<file path="src/rtl/cfg_prom_pkg.sv">
package cfg_prom_pkg;
  localparam int unsigned NUM_PAGES = 4;
  localparam int unsigned PSEL_W    = $clog2(NUM_PAGES);
endpackage

</file>
<file path="src/rtl/prom_pwrup.sv">
module prom_pwrup #(
  parameter int unsigned CYC = 16
) (
  input  logic clk_i,
  input  logic rst_ni,
  output logic ready_o
);
  localparam int unsigned CW = (CYC > 1) ? $clog2(CYC) : 1;

  logic [CW-1:0] cnt_q;
  logic          rdy_q;

  always_ff @(posedge clk_i or negedge rst_ni) begin
    if (!rst_ni) begin
      cnt_q <= '0;
      rdy_q <= 1'b0;
    end else if (!rdy_q) begin
      if (cnt_q == CW'(CYC - 1)) rdy_q <= 1'b1;
      else                       cnt_q <= cnt_q + 1'b1;
    end
  end

  assign ready_o = rdy_q;
endmodule

</file>
<file path="src/rtl/prom_store.sv">
module prom_store #(
  parameter int unsigned WORD_W = 8,
  parameter int unsigned DEPTH  = 64,
  localparam int unsigned AW = $clog2(DEPTH),
  localparam int unsigned BW = $clog2(WORD_W)
) (
  input  logic              clk_i,
  input  logic              wr_en_i,
  input  logic [AW-1:0]     wr_addr_i,
  input  logic [WORD_W-1:0] wr_data_i,
  input  logic [AW-1:0]     rd_addr_i,
  input  logic [BW-1:0]     rd_bit_i,
  output logic              rd_bit_o
);
  logic [WORD_W-1:0] mem_q [DEPTH];
  logic [WORD_W-1:0] word;

  always_ff @(posedge clk_i) begin
    if (wr_en_i) mem_q[wr_addr_i] <= wr_data_i;
  end

  // MSB leaves first
  assign word     = mem_q[rd_addr_i];
  assign rd_bit_o = word[BW'(WORD_W - 1) - rd_bit_i];
endmodule

</file>
<file path="src/rtl/prom_seq.sv">
module prom_seq
  import cfg_prom_pkg::*;
#(
  parameter int unsigned WORD_W = 8,
  parameter int unsigned DEPTH  = 64,
  localparam int unsigned AW  = $clog2(DEPTH),
  localparam int unsigned BW  = $clog2(WORD_W),
  localparam int unsigned PAW = AW - PSEL_W
) (
  input  logic              clk_i,
  input  logic              rst_ni,
  input  logic              ready_i,
  input  logic              ser_en_i,
  input  logic              cs_ni,
  input  logic              oe_i,
  input  logic              dclk_i,
  input  logic              page_en_i,
  input  logic [PSEL_W-1:0] page_sel_i,
  output logic [AW-1:0]     addr_o,
  output logic [BW-1:0]     bit_o,
  output logic              done_o
);
  logic [AW-1:0] base, last;
  logic [AW-1:0] addr_q;
  logic [BW-1:0] bit_q;
  logic          done_q;
  logic          clr, adv;

  always_comb begin
    base = '0;
    last = '1;
    if (page_en_i) begin
      base = {page_sel_i, {PAW{1'b0}}};
      last = {page_sel_i, {PAW{1'b1}}};
    end
  end

  // reset/OE acts only in readout mode
  assign clr = !ready_i || (ser_en_i && !oe_i);
  assign adv = ready_i && ser_en_i && oe_i && !cs_ni && dclk_i && !done_q;

  always_ff @(posedge clk_i or negedge rst_ni) begin
    if (!rst_ni) begin
      addr_q <= '0;
      bit_q  <= '0;
      done_q <= 1'b0;
    end else if (clr) begin
      addr_q <= base;
      bit_q  <= '0;
      done_q <= 1'b0;
    end else if (adv) begin
      if (bit_q == BW'(WORD_W - 1)) begin
        bit_q <= '0;
        if (addr_q == last) done_q <= 1'b1;
        else                addr_q <= addr_q + 1'b1;
      end else begin
        bit_q <= bit_q + 1'b1;
      end
    end
  end

  assign addr_o = addr_q;
  assign bit_o  = bit_q;
  assign done_o = done_q;
endmodule

</file>
<file path="src/rtl/cfg_prom_rd.sv">
module cfg_prom_rd
  import cfg_prom_pkg::*;
#(
  parameter int unsigned WORD_W    = 8,
  parameter int unsigned DEPTH     = 64,
  parameter int unsigned PWRUP_CYC = 16,
  localparam int unsigned AW = $clog2(DEPTH),
  localparam int unsigned BW = $clog2(WORD_W)
) (
  input  logic              clk_i,
  input  logic              rst_ni,
  input  logic              wr_en_i,
  input  logic [AW-1:0]     wr_addr_i,
  input  logic [WORD_W-1:0] wr_data_i,
  input  logic              ser_en_i,
  input  logic              cs_ni,
  input  logic              oe_rst_i,
  input  logic              dclk_i,
  input  logic              page_en_i,
  input  logic [PSEL_W-1:0] page_sel_i,
  output logic              data_o,
  output logic              data_oe_o,
  output logic              casc_no,
  output logic              ready_o
);
  logic          ready;
  logic [AW-1:0] addr;
  logic [BW-1:0] bit_idx;
  logic          done;
  logic          rd_bit;
  logic          active;

  prom_pwrup #(.CYC(PWRUP_CYC)) u_pwrup (
    .clk_i  (clk_i),
    .rst_ni (rst_ni),
    .ready_o(ready)
  );

  prom_seq #(.WORD_W(WORD_W), .DEPTH(DEPTH)) u_seq (
    .clk_i     (clk_i),
    .rst_ni    (rst_ni),
    .ready_i   (ready),
    .ser_en_i  (ser_en_i),
    .cs_ni     (cs_ni),
    .oe_i      (oe_rst_i),
    .dclk_i    (dclk_i),
    .page_en_i (page_en_i),
    .page_sel_i(page_sel_i),
    .addr_o    (addr),
    .bit_o     (bit_idx),
    .done_o    (done)
  );

  prom_store #(.WORD_W(WORD_W), .DEPTH(DEPTH)) u_store (
    .clk_i    (clk_i),
    .wr_en_i  (wr_en_i),
    .wr_addr_i(wr_addr_i),
    .wr_data_i(wr_data_i),
    .rd_addr_i(addr),
    .rd_bit_i (bit_idx),
    .rd_bit_o (rd_bit)
  );

  assign active    = ready && ser_en_i && oe_rst_i && !cs_ni;
  assign data_o    = rd_bit;
  assign data_oe_o = active && !done;
  assign casc_no   = !(active && done);
  assign ready_o   = ready;
endmodule

</file>
<file path="config.mk">
export PLATFORM = sky130hd
export DESIGN_NAME = cfg_prom_rd
export DESIGN_NICKNAME = d
export VERILOG_FILES = /design/src/rtl/cfg_prom_pkg.sv /design/src/rtl/prom_pwrup.sv /design/src/rtl/prom_store.sv /design/src/rtl/prom_seq.sv /design/src/rtl/cfg_prom_rd.sv
export SDC_FILE = /design/constraint.sdc
export NUM_CORES = 1
export LEC_CHECK = 0
export ABC_AREA = 1
export BUFFER_PORTS_ARGS = -buffer_cell sky130_fd_sc_hd__buf_4
export CAP_MARGIN = 40
export CORE_UTILIZATION = 57
export CTS_BUF_LIST = sky130_fd_sc_hd__clkbuf_4
export DETAILED_ROUTE_END_ITERATION = 7
export PLACE_DENSITY = 0.73
export SLEW_MARGIN = 0
export SYNTH_ARGS = -nofsm -noshare
export SYNTH_HDL_FRONTEND = slang
export SYNTH_HIERARCHICAL = 1
export SYNTH_SLANG_ARGS = --single-unit
</file>
<file path="constraint.sdc">
create_clock -name clk_i -period 2.15 [get_ports clk_i]
set_clock_uncertainty 0.05 [all_clocks]
set_input_delay 0.1075 -clock clk_i [delete_from_list [all_inputs] [get_ports clk_i]]
set_output_delay 0.1075 -clock clk_i [all_outputs]
set_load 0.02 [all_outputs]
</file>
== Word level (Yosys, flattened, before mapping) ==
Memories as Yosys holds them, arrays and structs flattened.
Index checks and enable logic that the tools add are counted.
Storage, ports and cells
  memories kept: 1
  RAM bits: 512
  register bits: 15
Operators by class
  reductions and logical operators: 20
  order comparisons: 1
  muxes and demuxes: 19
  add/sub/neg operators: 4
  bitwise gates (word level): 2
  equal/unequal tests: 4
Memory list
  u_store.mem_q: words 64, width 8, rd ports 1, clocked after memory_dff 0, wr ports 1, line prom_store.sv:15  | logic [WORD_W-1:0] mem_q [DEPTH];
Operators by type and width (number)
  $mux 6: 6
  $mux 1: 9
  $mux 3: 3
  $logic_and 1x1->1: 8
  $add 6x1->6 const B: 1
  $eq 6x6->1: 1
  $reduce_and 3->1: 2
  $reduce_bool 2->1: 3
  $logic_not 1->1: 5
  $add 4x1->4 const B: 1
  $eq 4x4->1 const B: 1
  $lt 3x4->1 const B: 1
  $add 3x1->3 const B: 1
  $bmux 1 s3: 1
  $eq 3x3->1 const B: 1
  $sub 3x3->3 const A: 1
  $ne 2x1->1 const B: 1
  $not 1->1: 2
  $reduce_and 2->1: 1
  $logic_or 1x1->1: 1

== Logic depth before layout (Yosys ltp) ==
Gate-level depths: netlist (run 1).
  depth in word-level cells: 7
  depth in mapped cells: 16
  gate-level depth less buffers: 13

== Hierarchy ==
The synthesis (run 1) kept the hierarchy.
Modules (own cells, without submodules)
  prom_store: cells an instance 1769, area each 21065.2 sq um, times used 1
  prom_seq: cells an instance 97, area each 710.7 sq um, times used 1
  prom_pwrup: cells an instance 26, area each 239.0 sq um, times used 1
  cfg_prom_rd: cells an instance 6, area each 31.3 sq um, times used 1

== Least setup slack after synthesis (run 1) ==
OpenSTA, ideal clock, no wires.
  path type: register to output
  start point: register u_seq.addr_q[0] (netlist: u_seq/addr_o[0])
  end point: output data_o
  arrival: 1.700 ns
  stages on the path, launching flop included: 17
  slack: 0.293 ns
  path buffers: 3
  required time: 1.992 ns
  cell sequence: dfrtp_1 > buf_6 > inv_4 > buf_6 > buf_6 > nand2_1 > nand3_1 > nand3_1 > nand3_1 > nand3_1 > nand3_1 > nand2_1 > nand2_1 > nand3_1 > nand2_1 > nand2_1 > nand2_1
On the way
  cells in the longest elaborated chain, start to end: 3
Ends and longest elaborated chain
  start, declared: line prom_seq.sv:24  | logic [AW-1:0] addr_q;
  start signal, assigned: line prom_seq.sv:48  | addr_q <= base;
  start signal, assigned: line prom_seq.sv:55  | else addr_q <= addr_q + 1'b1;
  $mem_v2 64x8
  $bmux 1 s3: line prom_store.sv:24  | assign rd_bit_o = word[BW'(WORD_W - 1) - rd_bit_i];
  $mux 1 (implied by the code): line prom_store.sv:24
  end, declared: line cfg_prom_rd.sv:21  | output logic data_o,
No other way between the ends. The select of a mux whose other input is x is not followed.

== Worst setup path after layout (run 1) ==
Ends and elaborated chain as after synthesis.

==> impl_metrics.csv, run 1 <==
group,metric,value,unit
logic_synthesis,async_reset_ff_frac,0.0285,
global_routing,grt_start_max_net_pins,65,
status,status,"finished with violations",
sta,max_slew_margin,0.437,
setup_path,start_kind,"flop",
sta,rsz0062_at_grt,"yes",
status,violations,"setup timing",
power,peakVddDrop,0.000600,V
sta,slew_viol_final,0,
clocking,clk_latency,0.84,ns
sta,setup_ws,-1.16,ns
global_routing,grt-ovfl-total,0,
floorplanning,die_w,199,µm
setup_path,r2r-end,"u_seq/addr_o[0]",
routing,wirelength,63300,µm
routing,viasPerCell,6.07,
setup_path,reg2reg_slack,0.11,ns
sta,hold_slack,0.0862,ns
hold_path,holdPathStages,4,
placed_design,io_buffers,27,
setup_path,cp.arrival,3.15,ns
cells_and_area,layoutNonFillerInstCount,2739,
sta,fmax,302,MHz
logic_synthesis,syn_area,22000,µm²
sta,period_needed,3.31,ns
logic_synthesis,synth_cell_types,31,
clocking,tritoncts,"done",
setup_path,crit_path_top_delay_cell,"dfrtp_4",
cells_and_area,area_growth,23.5,%
logic_synthesis,synth-edff-count,512,
setup_path,rr_startpoint,"u_seq/addr_o[1]",
logic_synthesis,ys_seq_elements,527,
floorplanning,dieArea,39500,µm²
clocking,cts_buffer_depth,3,
floorplanning,coreArea,37800,µm²
routing,drc,0,
logic_synthesis,synth_sequential_area_ratio,0.714,
floorplanning,core.rowCount,71,
global_routing,grt.total_usage,0.297,
cells_and_area,n_fill_cell,2452,
power,power.density,1010,nW/µm²
hold_path,whs_endpoint,"u_store/mem_q[10][5]",
placed_design,post-dp-hpwl,31800,µm
clocking,clk_pin_slew,0.07,ns
placed_design,routabilityCongestion,0.882,
logic_synthesis,syn_area_per_cell,11.6,µm²
global_routing,grt_pass1_wl,86400,µm
global_routing,antenna_found_initial,1,
setup_path,path_delay_family,"simple AND/OR/NAND/NOR gates",
setup_path,path_max_fanout,7,
logic_synthesis,syn_nets,1926,
cells_and_area,layout-drive-gt1-share,0.260,
hold_path,hold_path.startpoint,"wr_addr_i[5]",
routing,route.detailed.wl_per_inst,23.1,µm
routing,drtAntennaViolNets,0,
logic_synthesis,synth.yosys.warnings,6,
setup_path,cp.required,1.99,ns
clocking,cts_sinks,527,
clocking,numCtsBuffers,133,
sta,tightestPinTransition,0.844,ns
clocking,root_buffer,"clkbuf_4",
setup_path,critical_path_class,"flop to primary output",
hold_path,hold_class,"input pin to flop",
routing,drt_iter0_markers,2066,
setup_path,endpoint_kind,"primary output",
floorplanning,die_h,199,µm
floorplanning,start_util,0.583,
logic_synthesis,syn_inst,1898,
power,p_leak,0.0103,µW
placed_design,pre_cts_slack,-0.306,ns
setup_path,crit_buf_inv,4,
global_routing,first_global_vias,15500,
routing,vias,16600,
setup_path,reg2regPathDepth,11,
sta,setup_viol,1,
setup_path,crit_top_cell,"nand3_2",
floorplanning,ios,28,
sta,hold_violations,0,
clocking,htree_levels,4,
sta,period_share,1.54,
cells_and_area,final_util,0.719,
logic_synthesis,ys.flop_type,"edfxtp_1",
power,finalPower,27600,µW
cells_and_area,nets,2164,
job,drv_cap,0,
setup_path,critPathMaxStageDelay,0.52,ns
routing,dr.pass1.iters,6,
placed_design,dpl.cell_count,2446,
setup_path,worstPathCellList,"buf_12 > clkbuf_16 > buf_16 > nand2_2 > nand3_2 > nand3_2 > nand3_2 > nand3_2 > nand3_2 > nand2_2 > nand2_2 > nand3_1 > nand2_1 > nand2_1 > nand2_2 > buf_6",
==> registers in the layout (all words and copies together), names as in the netlist <==
name / cells
u_store/mem_q: 512
u_seq/addr_o: 6
u_pwrup/cnt_q: 4
u_seq/bit_o: 3
u_pwrup/ready_o: 1
u_seq/done_o: 1
==> final cells by class <==
type                    instances  area (µm²)  area share
flip-flops and latches        527       15800       0.579
repair inverters                3        41.3     0.00152
clock buffers                 188        1410      0.0519
repair buffers                210        2630      0.0967
well taps                     511         639      0.0235
clock inverters                38         228     0.00837
multi-input cells            1222        6320       0.232
inverters                      39         183     0.00671
diodes                          1        2.50   0.0000919
==> where the power goes <==
part           leakage (µW)  internal (µW)  switching, µW
Sequential          0.00478          11400           73.8
Clock              0.000979           4370           3960
Combinational       0.00453           2930           4910
Total                0.0103          18700           8950
==> worst reg2reg max path, stage by stage, from the launching register on <==
cell     delay [ns]
dfrtp_4        0.49
buf_4          0.21
buf_4          0.16
ha_1           0.16
nand2_1        0.11
nor2_2         0.14
nand3_2        0.12
nor2_4         0.14
nand2_2        0.13
nand2_4        0.13
nand2_1        0.06
nand2_1        0.09
==> worst max-delay path by stage <==
stage                     cells past startpoint      to            start  slack (ns)
final                                        16  data_o  u_seq/addr_o[0]       -1.16
after global routing                         16  data_o  u_seq/addr_o[0]       -1.28
after CTS                                    15  data_o  u_seq/addr_o[0]       -1.02
after detailed placement                     15  data_o  u_seq/addr_o[0]       -0.31
after global placement                       15  data_o  u_seq/addr_o[0]       -0.30
after floorplan                              16  data_o  u_seq/addr_o[0]        0.29
==> stage by stage <==
step	TNS, ns	cell area, µm²
detailed placement	-0.306	23400
global route	-1.28	27200
global placement	-0.300	23400
CTS	-1.04	26000
finish	-1.16	27200
floorplan	0	22000
==> cells in the mapped netlist (2+ instances only) <==
| master | instances | share of area |
|---|---|---|
| nand2_1 | 587 | 0.10 |
| nand3_1 | 525 | 0.12 |
| edfxtp_1 | 512 | 0.70 |
| nor2_1 | 73 | 0.012 |
| buf_2 | 46 | 0.010 |
| inv_1 | 32 | 0.0054 |
| buf_6 | 24 | 0.012 |
| buf_4 | 20 | 0.0068 |
| dfrtp_1 | 15 | 0.017 |
| clkbuf_1 | 12 | 0.0020 |
| nor3_1 | 9 | 0.0020 |
| buf_1 | 7 | 0.0012 |
| ha_1 | 4 | 0.0023 |
| inv_2 | 4 | 0.00068 |
| inv_4 | 3 | 0.00085 |
| nand2_4 | 3 | 0.0015 |
| nor2_2 | 3 | 0.00085 |
| nand2_2 | 2 | 0.00057 |
| nand3_2 | 2 | 0.00091 |
| nand4_1 | 2 | 0.00057 |
| o21ai_0 | 2 | 0.00045 |
| o21ai_1 | 2 | 0.00045 |
==> cells by family (layout without fill, tap and decap cells) <==
kind of cell             after synthesis  count (layout)  synth area share
AO/OA/AOI/OAI                          6               6           0.00187
XOR/XNOR                               2               2          0.000795
adder cells (fa/ha/maj)                4               4           0.00227
buffers and inverters                149             478            0.0404
flip-flops                           527             527             0.714
other                                  0               1                 0
AND/OR/NAND/NOR                     1210            1210             0.240
==> layout by cell type, fill, tap and decap left out, drive strengths merged, types with 2 or more instances in the layout <==
| cell type | instances |
|---|---|
| buf | 163 |
| bufinv | 3 |
| clkbuf | 207 |
| clkinv | 31 |
| dfrtp | 15 |
| dlygate4sd3 | 27 |
| edfxtp | 512 |
| ha | 4 |
| inv | 45 |
| nand2 | 592 |
| nand3 | 527 |
| nand4 | 2 |
| nor2 | 78 |
| nor3 | 10 |
| o21ai | 5 |
==> repair_timing <==
| item | CTS | global route |
|---|---|---|
| gates resized for setup | 108 | 122 |
| setup endpoints to repair | 1 | 8 |
| pin swaps | 24 | 54 |
| setup buffers | 1 | 5 |
| hold buffers | 28 | 0 |
| gates cloned | 9 | 25 |
| hold endpoints to repair | 716 | 0 |
==> routing by layer <==
layer  vias to the layer above  share of wire  global-route usage
met5                         -              0                   0
met4                         0          0.038               0.140
met3                       182           0.12              0.0653
met2                      1203           0.47               0.462
met1                      7998           0.36               0.401
li1                       7245              -                   -
Power figures use the tool's default switching activity.
==> run 2: changes to the inputs <==
Settings changed: ABC_AREA 1 to 0, CORE_UTILIZATION 57 to 45, PLACE_DENSITY 0.73 to 0.58.
==> run 2 against run 1 <==
Effect of this change: the run ends with DRC, setup timing left; routed wire length is 16% lower; register-to-register slack lost 0.29 ns; critical path type unchanged; largest cell class unchanged; critical path depth down 6; hold slack worse by 0.0014 ns; global-route usage down 7.1 points.
==> impl_metrics.csv, run 2 <==
group,metric,value,unit
logic_synthesis,async_reset_ff_frac,0.0285,
setup_path,endpoint_kind,"primary output",
floorplanning,dieArea,48500,µm²
routing,dr.pass1.iters,7,
logic_synthesis,syn_nets,1170,
setup_path,reg2regPathDepth,9,
hold_path,hold_class,"input pin to asynchronous set/reset pin",
cells_and_area,layoutNonFillerInstCount,2162,
cells_and_area,final_cell_area,25700,µm²
clocking,clk_latency,0.92,ns
floorplanning,start_util,0.458,
setup_path,reg2reg_slack,-0.18,ns
routing,drtAntennaViolNets,0,
global_routing,first_global_vias,12500,
setup_path,cp.arrival,3.67,ns
global_routing,grt_start_max_net_pins,65,
clocking,htree_levels,4,
status,status,"finished with violations",
sta,hold_slack,0.0848,ns
placed_design,io_buffers,27,
logic_synthesis,synth_sequential_area_ratio,0.736,
cells_and_area,top_register,"u_store/mem_q",
power,intPower,16400,µW
global_routing,grt-ovfl-total,0,
logic_synthesis,synth_top_area_frac,0.718,
routing,wirelength,53000,µm
cells_and_area,largest_reg_flops,512,
clocking,cts_buffer_depth,3,
placed_design,dpl.cell_count,1878,
logic_synthesis,synth_top_area_cell,"edfxtp_1",
setup_path,critical_path_class,"flop to primary output",
cells_and_area,final-seq-area,15800,µm²
logic_synthesis,synth-edff-count,512,
routing,route.detailed.wl_per_inst,24.5,µm
setup_path,setup.worst_path.end,"data_o",
sta,hold_violations,0,
logic_synthesis,synth_common_cells,"512 x edfxtp_1, 120 x mux2i_1, 82 x nor2_1",
power,power.density,808,nW/µm²
clocking,tritoncts,"done",
cells_and_area,layout-drive-gt1-share,0.337,
power,peakVddDrop,0.000431,V
logic_synthesis,syn_area,21400,µm²
clocking,cts_sinks,527,
sta,setup_ws,-1.68,ns
setup_path,cp.required,1.99,ns
routing,vias,12300,
cells_and_area,final_common_cell,"edfxtp_1",
clocking,clk_pin_slew,0.07,ns
sta,fmax,261,MHz
clocking,root_buffer,"clkbuf_4",
placed_design,postPlaceCellArea,23300,µm²
setup_path,r2r-end,"u_seq/addr_o[4]",
status,violations,"DRC, setup timing",
logic_synthesis,syn_inst,1142,
cells_and_area,area_growth,20.0,%
logic_synthesis,ys.flop_type,"edfxtp_1",
global_routing,grt.total_usage,0.226,
floorplanning,die_h,220,µm
routing,viasPerCell,5.69,
cells_and_area,multiInputGateArea,5180,µm²
setup_path,path_max_fanout,12,
setup_path,rr_startpoint,"u_seq/addr_o[0]",
floorplanning,ios,28,
logic_synthesis,yosysMostFrequentCell,"edfxtp_1",
sta,tightestPinTransition,0.787,ns
power,power.share.clock,0.417,
power,combPwrFrac,0.036,
floorplanning,core.rowCount,79,
sta,period_needed,3.83,ns
global_routing,antenna_found_initial,2,
setup_path,crit_start,"u_seq/addr_o[0]",
routing,top_layer,"met4",
power,p_leak,0.00836,µW
routing,dr_wl_met2,25300,µm
sta,slew_viol_final,0,
floorplanning,die_w,220,µm
routing,drc,2,
placed_design,post-dp-hpwl,32300,µm
cells_and_area,final_cell_mix,"512 x edfxtp_1, 218 x clkbuf_4, 178 x buf_4",
logic_synthesis,syn_area_per_cell,18.8,µm²
job,drv_cap,0,
logic_synthesis,synth.yosys.warnings,6,
power,p_switching,4370,µW
clocking,numCtsBuffers,141,
cells_and_area,nets,1485,
sta,rsz0062_at_grt,"yes",
routing,drt_iter0_markers,1094,
cells_and_area,n_fill_cell,3732,
power,p_seq_frac,0.547,
sta,setup_viol,7,
sta,period_share,1.78,
logic_synthesis,synth_area_leaders,"edfxtp_1 72%, mux2i_1 5.6%, mux4_2 5.3%, mux4_1 2.7%, o221ai_1 2.2%",
sta,max_slew_margin,0.475,
setup_path,start_kind,"flop",
logic_synthesis,synth_cell_types,64,
logic_synthesis,ys_seq_elements,527,
global_routing,grt_pass1_wl,77800,µm
routing,wl_met3,3680,µm
power,swShare,0.211,
floorplanning,coreArea,46800,µm²
routing,m1WireLength,23100,µm
placed_design,routabilityCongestion,0.827,
## run 2: changes by cell type after synthesis, moves of 38 or more
cell / delta
mux4_2: +50
nand2_1: -567
a21oi_1: +38
nand3_1: -508
mux2i_1: +120
o221ai_1: +55
## run 2: cell type report
type | count | area share
clock inverters | 20 | 0.00502
diodes | 3 | 0.000292
multi-input cells | 538 | 0.202
inverters | 10 | 0.00146
flip-flops and latches | 527 | 0.613
well taps | 607 | 0.0296
clock buffers | 218 | 0.0637
repair buffers | 239 | 0.0851
## run 2: kinds of logic (layout without fill, tap and decap cells)
family	count (synthesis)	after routing	synth area share
other	0	3	0
adders and majority gates	4	4	0.00234
xor gates and xnor gates	3	3	0.00123
and+or+nand+nor	176	176	0.0397
AOI/OAI and AO/OA	160	160	0.0558
DFF	527	527	0.736
buffers and inverters	77	487	0.0279
muxes	195	195	0.137
## run 2: per-stage QoR
step           setup slack [ns]  TNS [ns]  utilization  power (µW)
2_1_floorplan            -0.203    -0.203            -       11800
3_3_place_gp             -0.902     -2.88        0.498       12300
3_5_place_dp             -0.846     -2.99        0.498       12300
4_1_cts                   -1.77     -2.31        0.545       21100
5_1_grt                   -1.82     -2.98        0.549       21700
6_report                  -1.68     -2.29        0.550       20800
## run 2: worst min path at each step
stage | end | slack, ns | cells past startpoint
CTS | u_seq/done_o | 0.08 | 5
finish | u_seq/bit_o[2] | 0.08 | 3
detailed placement | u_seq/addr_o[4] | -0.04 | 1
global placement | u_seq/addr_o[4] | -0.05 | 1
floorplan | u_pwrup/cnt_q[0] | -0.24 | 0
global route | u_seq/bit_o[2] | 0.02 | 3
## run 2: repair_timing
item                                     CTS  global route
hold buffers                              32             0
gates resized for setup                   22            22
pin swaps                                  6            19
buffers inserted                           4             4
endpoints found under the setup margin     8             8
cloned                                     0             2
endpoints found under the hold margin   1049             0
## run 2: per-layer routing
layer | vias to the layer above | global-route usage
met5 | - | 0
met4 | 0 | 0.0860
met3 | 62 | 0.0718
met2 | 435 | 0.348
met1 | 6339 | 0.302
li1 | 5467 | -
## run 2: power groups by stage
| stage | clock [µW] | combinational [µW] | sequential, µW |
|---|---|---|---|
| floorplan | 0 | 248 | 11600 |
| global placement | 0 | 681 | 11600 |
| detailed placement | 0 | 692 | 11600 |
| CTS | 8950 | 741 | 11400 |
| global route | 9490 | 802 | 11400 |
| finish | 8650 | 751 | 11400 |
## run 2: critical path, cell delays in order (launching register included)
cell and delay [ns]:
dfrtp_4 0.51, buf_12 0.18, buf_4 0.14, buf_12 0.15, mux4_1 0.58, o22ai_1 0.18
nor3_2 0.10, o31ai_4 0.29, a2111o_1 0.18, nand4_1 0.20, buf_4 0.24
==> run 3: changes to the inputs <==
--- a/config.mk
+++ b/config.mk
@@ -10,2 +10,3 @@
 export CAP_MARGIN = 40
+export CORE_MARGIN = 2
 export CORE_UTILIZATION = 45
--- a/constraint.sdc
+++ b/constraint.sdc
@@ -4,2 +4,2 @@
 set_output_delay 0.1075 -clock clk_i [all_outputs]
-set_load 0.02 [all_outputs]
+set_load 0.05 [all_outputs]
==> run 3 against run 2 <==
Effect of this change: the run ends with setup timing left; utilization is 0.28 points higher; die area is 1.8% higher; maximum frequency down 2.3%; non-clock buffer count grew 14; clock-buffer cell count decreased by 19; register-to-register slack barely moved; critical path type unchanged; largest power group unchanged.
==> impl_metrics.csv, run 3 (same netlist as run 2, synthesis figures left out) <==
group,metric,value,unit
sta,tns,-2.36,ns
floorplanning,start_util,0.458,
floorplanning,ios,28,
routing,drc,0,
floorplanning,core.rowCount,79,
power,finalPower,21000,µW
setup_path,reg2regPathDepth,11,
routing,viasPerCell,5.60,
routing,drtAntennaViolNets,0,
hold_path,hold_class,"input pin to asynchronous set/reset pin",
routing,route.detailed.wl_per_inst,24.3,µm
sta,period_share,1.82,
clocking,cts_sinks,527,
setup_path,endpoint_kind,"primary output",
global_routing,grt-ovfl-total,0,
setup_path,crit_path_top_delay_cell,"mux4_2",
sta,setup_ws,-1.77,ns
setup_path,setup.worst_path.end,"data_o",
sta,slew_viol_final,0,
sta,hold_violations,0,
cells_and_area,final_cell_mix,"512 x edfxtp_1, 199 x clkbuf_4, 190 x buf_4",
status,status,"finished with violations",
status,violations,"setup timing",
global_routing,antenna_found_initial,6,
sta,fmax,255,MHz
sta,setup_viol,7,
cells_and_area,layoutNonFillerInstCount,2174,
global_routing,first_global_vias,12600,
routing,vias,12200,
job,drv_cap,0,
placed_design,io_buffers,27,
placed_design,dpl.cell_count,1892,
global_routing,grt_start_max_net_pins,65,
clocking,numCtsBuffers,141,
setup_path,worstPathCellList,"buf_12 > buf_16 > buf_4 > mux4_2 > o21ai_0 > a2111o_1 > a2111o_1 > nand4_1 > buf_6",
clocking,tritoncts,"done",
setup_path,cp.required,1.99,ns
sta,max_slew_margin,0.473,
placed_design,post-dp-hpwl,32300,µm
sta,period_needed,3.92,ns
setup_path,path_depth,9,
routing,dr.pass1.iters,5,
setup_path,reg2reg_slack,-0.17,ns
cells_and_area,layout-drive-gt1-share,0.336,
global_routing,grt.total_usage,0.221,
cells_and_area,area_growth,20.6,%
sta,rsz0062_at_grt,"yes",
floorplanning,dieArea,49300,µm²
cells_and_area,top_register,"u_store/mem_q",
cells_and_area,nets,1499,
setup_path,rr_startpoint,"u_seq/addr_o[0]",
clocking,cts_buffer_depth,3,
sta,tightestPinTransition,0.791,ns
setup_path,crit_start,"u_seq/addr_o[0]",
setup_path,r2r-end,"u_seq/addr_o[0]",
setup_path,cp.arrival,3.76,ns
cells_and_area,final_util,0.552,
setup_path,start_kind,"flop",
power,peakVddDrop,0.000556,V
floorplanning,die_w,222,µm
placed_design,routabilityCongestion,0.792,
setup_path,path_max_fanout,10,
setup_path,path_delay_family,"buffers and inverters",
power,p_leak,0.00846,µW
power,power.density,812,nW/µm²
global_routing,grt_pass1_wl,78800,µm
setup_path,crit_top_cell,"a2111o_1",
routing,drt_iter0_markers,1083,
clocking,clk_pin_slew,0.06,ns
clocking,htree_levels,4,
floorplanning,die_h,222,µm
setup_path,crit_buf_inv,4,
cells_and_area,final_common_cell,"edfxtp_1",
setup_path,critPathMaxStageDelay,0.49,ns
routing,wirelength,52900,µm
clocking,clk_latency,0.94,ns
clocking,root_buffer,"clkbuf_4",
floorplanning,coreArea,46800,µm²
cells_and_area,largest_reg_flops,512,
setup_path,critical_path_class,"flop to primary output",
-- run 3: cell type report --
class                           count  area [µm²]
Antenna cell                        6        15.0
Inverter                           10        37.5
Tap cell                          607         759
Clock inverter                     34         299
Multi-Input combinational cell    538        5160
Timing Repair Buffer              253        2300
Fill cell                        3740       20900
Sequential cell                   527       15800
Clock buffer                      199        1490
-- run 3: worst min-delay path by stage --
stage                     startpoint               end  depth (start not counted)
after detailed placement      rst_ni   u_pwrup/ready_o                          1
after CTS                   oe_rst_i    u_seq/bit_o[2]                          5
after floorplan               rst_ni  u_pwrup/cnt_q[0]                          0
after global routing          rst_ni   u_seq/addr_o[0]                          3
after global placement        rst_ni   u_pwrup/ready_o                          1
final                         rst_ni   u_seq/addr_o[0]                          3
-- run 3: per-layer routing --
| metal | up-vias | routed length, µm | track usage |
|---|---|---|---|
| li1 | 5485 | - | - |
| met1 | 6211 | 22900 | 0.293 |
| met2 | 410 | 25100 | 0.343 |
| met3 | 74 | 3690 | 0.0655 |
| met4 | 0 | 1190 | 0.0907 |
| met5 | - | 0 | 0 |
-- run 3: repair_timing --
action / 4_1_cts / 5_1_grt
endpoints found under the hold margin: 1049 / 0
pin swaps: 9 / 3
endpoints found under the setup margin: 9 / 8
cloned: 1 / 0
hold buffers: 33 / 0
gates resized for setup: 31 / 8
setup buffers: 6 / 2
-- run 3: worst register-to-register path, cell delays in order (launching register included) --
cell,delay (ns)
dfrtp_4,0.44
buf_12,0.19
buf_12,0.20
buf_6,0.13
ha_2,0.18
and3_2,0.19
nand4_1,0.15
o211ai_4,0.16
buf_4,0.17
xor2_1,0.15
nor2_1,0.06
buf_4,0.16
-- run 3: power breakdown --
| part | leakage, µW | total (µW) | switching, µW | internal [µW] |
|---|---|---|---|---|
| Clock | 0.00105 | 8870 | 3930 | 4940 |
| Combinational | 0.00264 | 746 | 498 | 249 |
| Sequential | 0.00478 | 11400 | 22.4 | 11300 |
-- run 3: per-stage QoR --
stage | cell area, µm² | hold slack (ns) | setup slack, ns
2_1_floorplan | 21400 | -0.238 | -0.433
3_3_place_gp | 23400 | -0.0523 | -0.865
3_5_place_dp | 23400 | -0.0481 | -0.835
4_1_cts | 25800 | 0.0969 | -1.81
5_1_grt | 25800 | 0.00902 | -1.97
6_report | 25800 | 0.0951 | -1.77
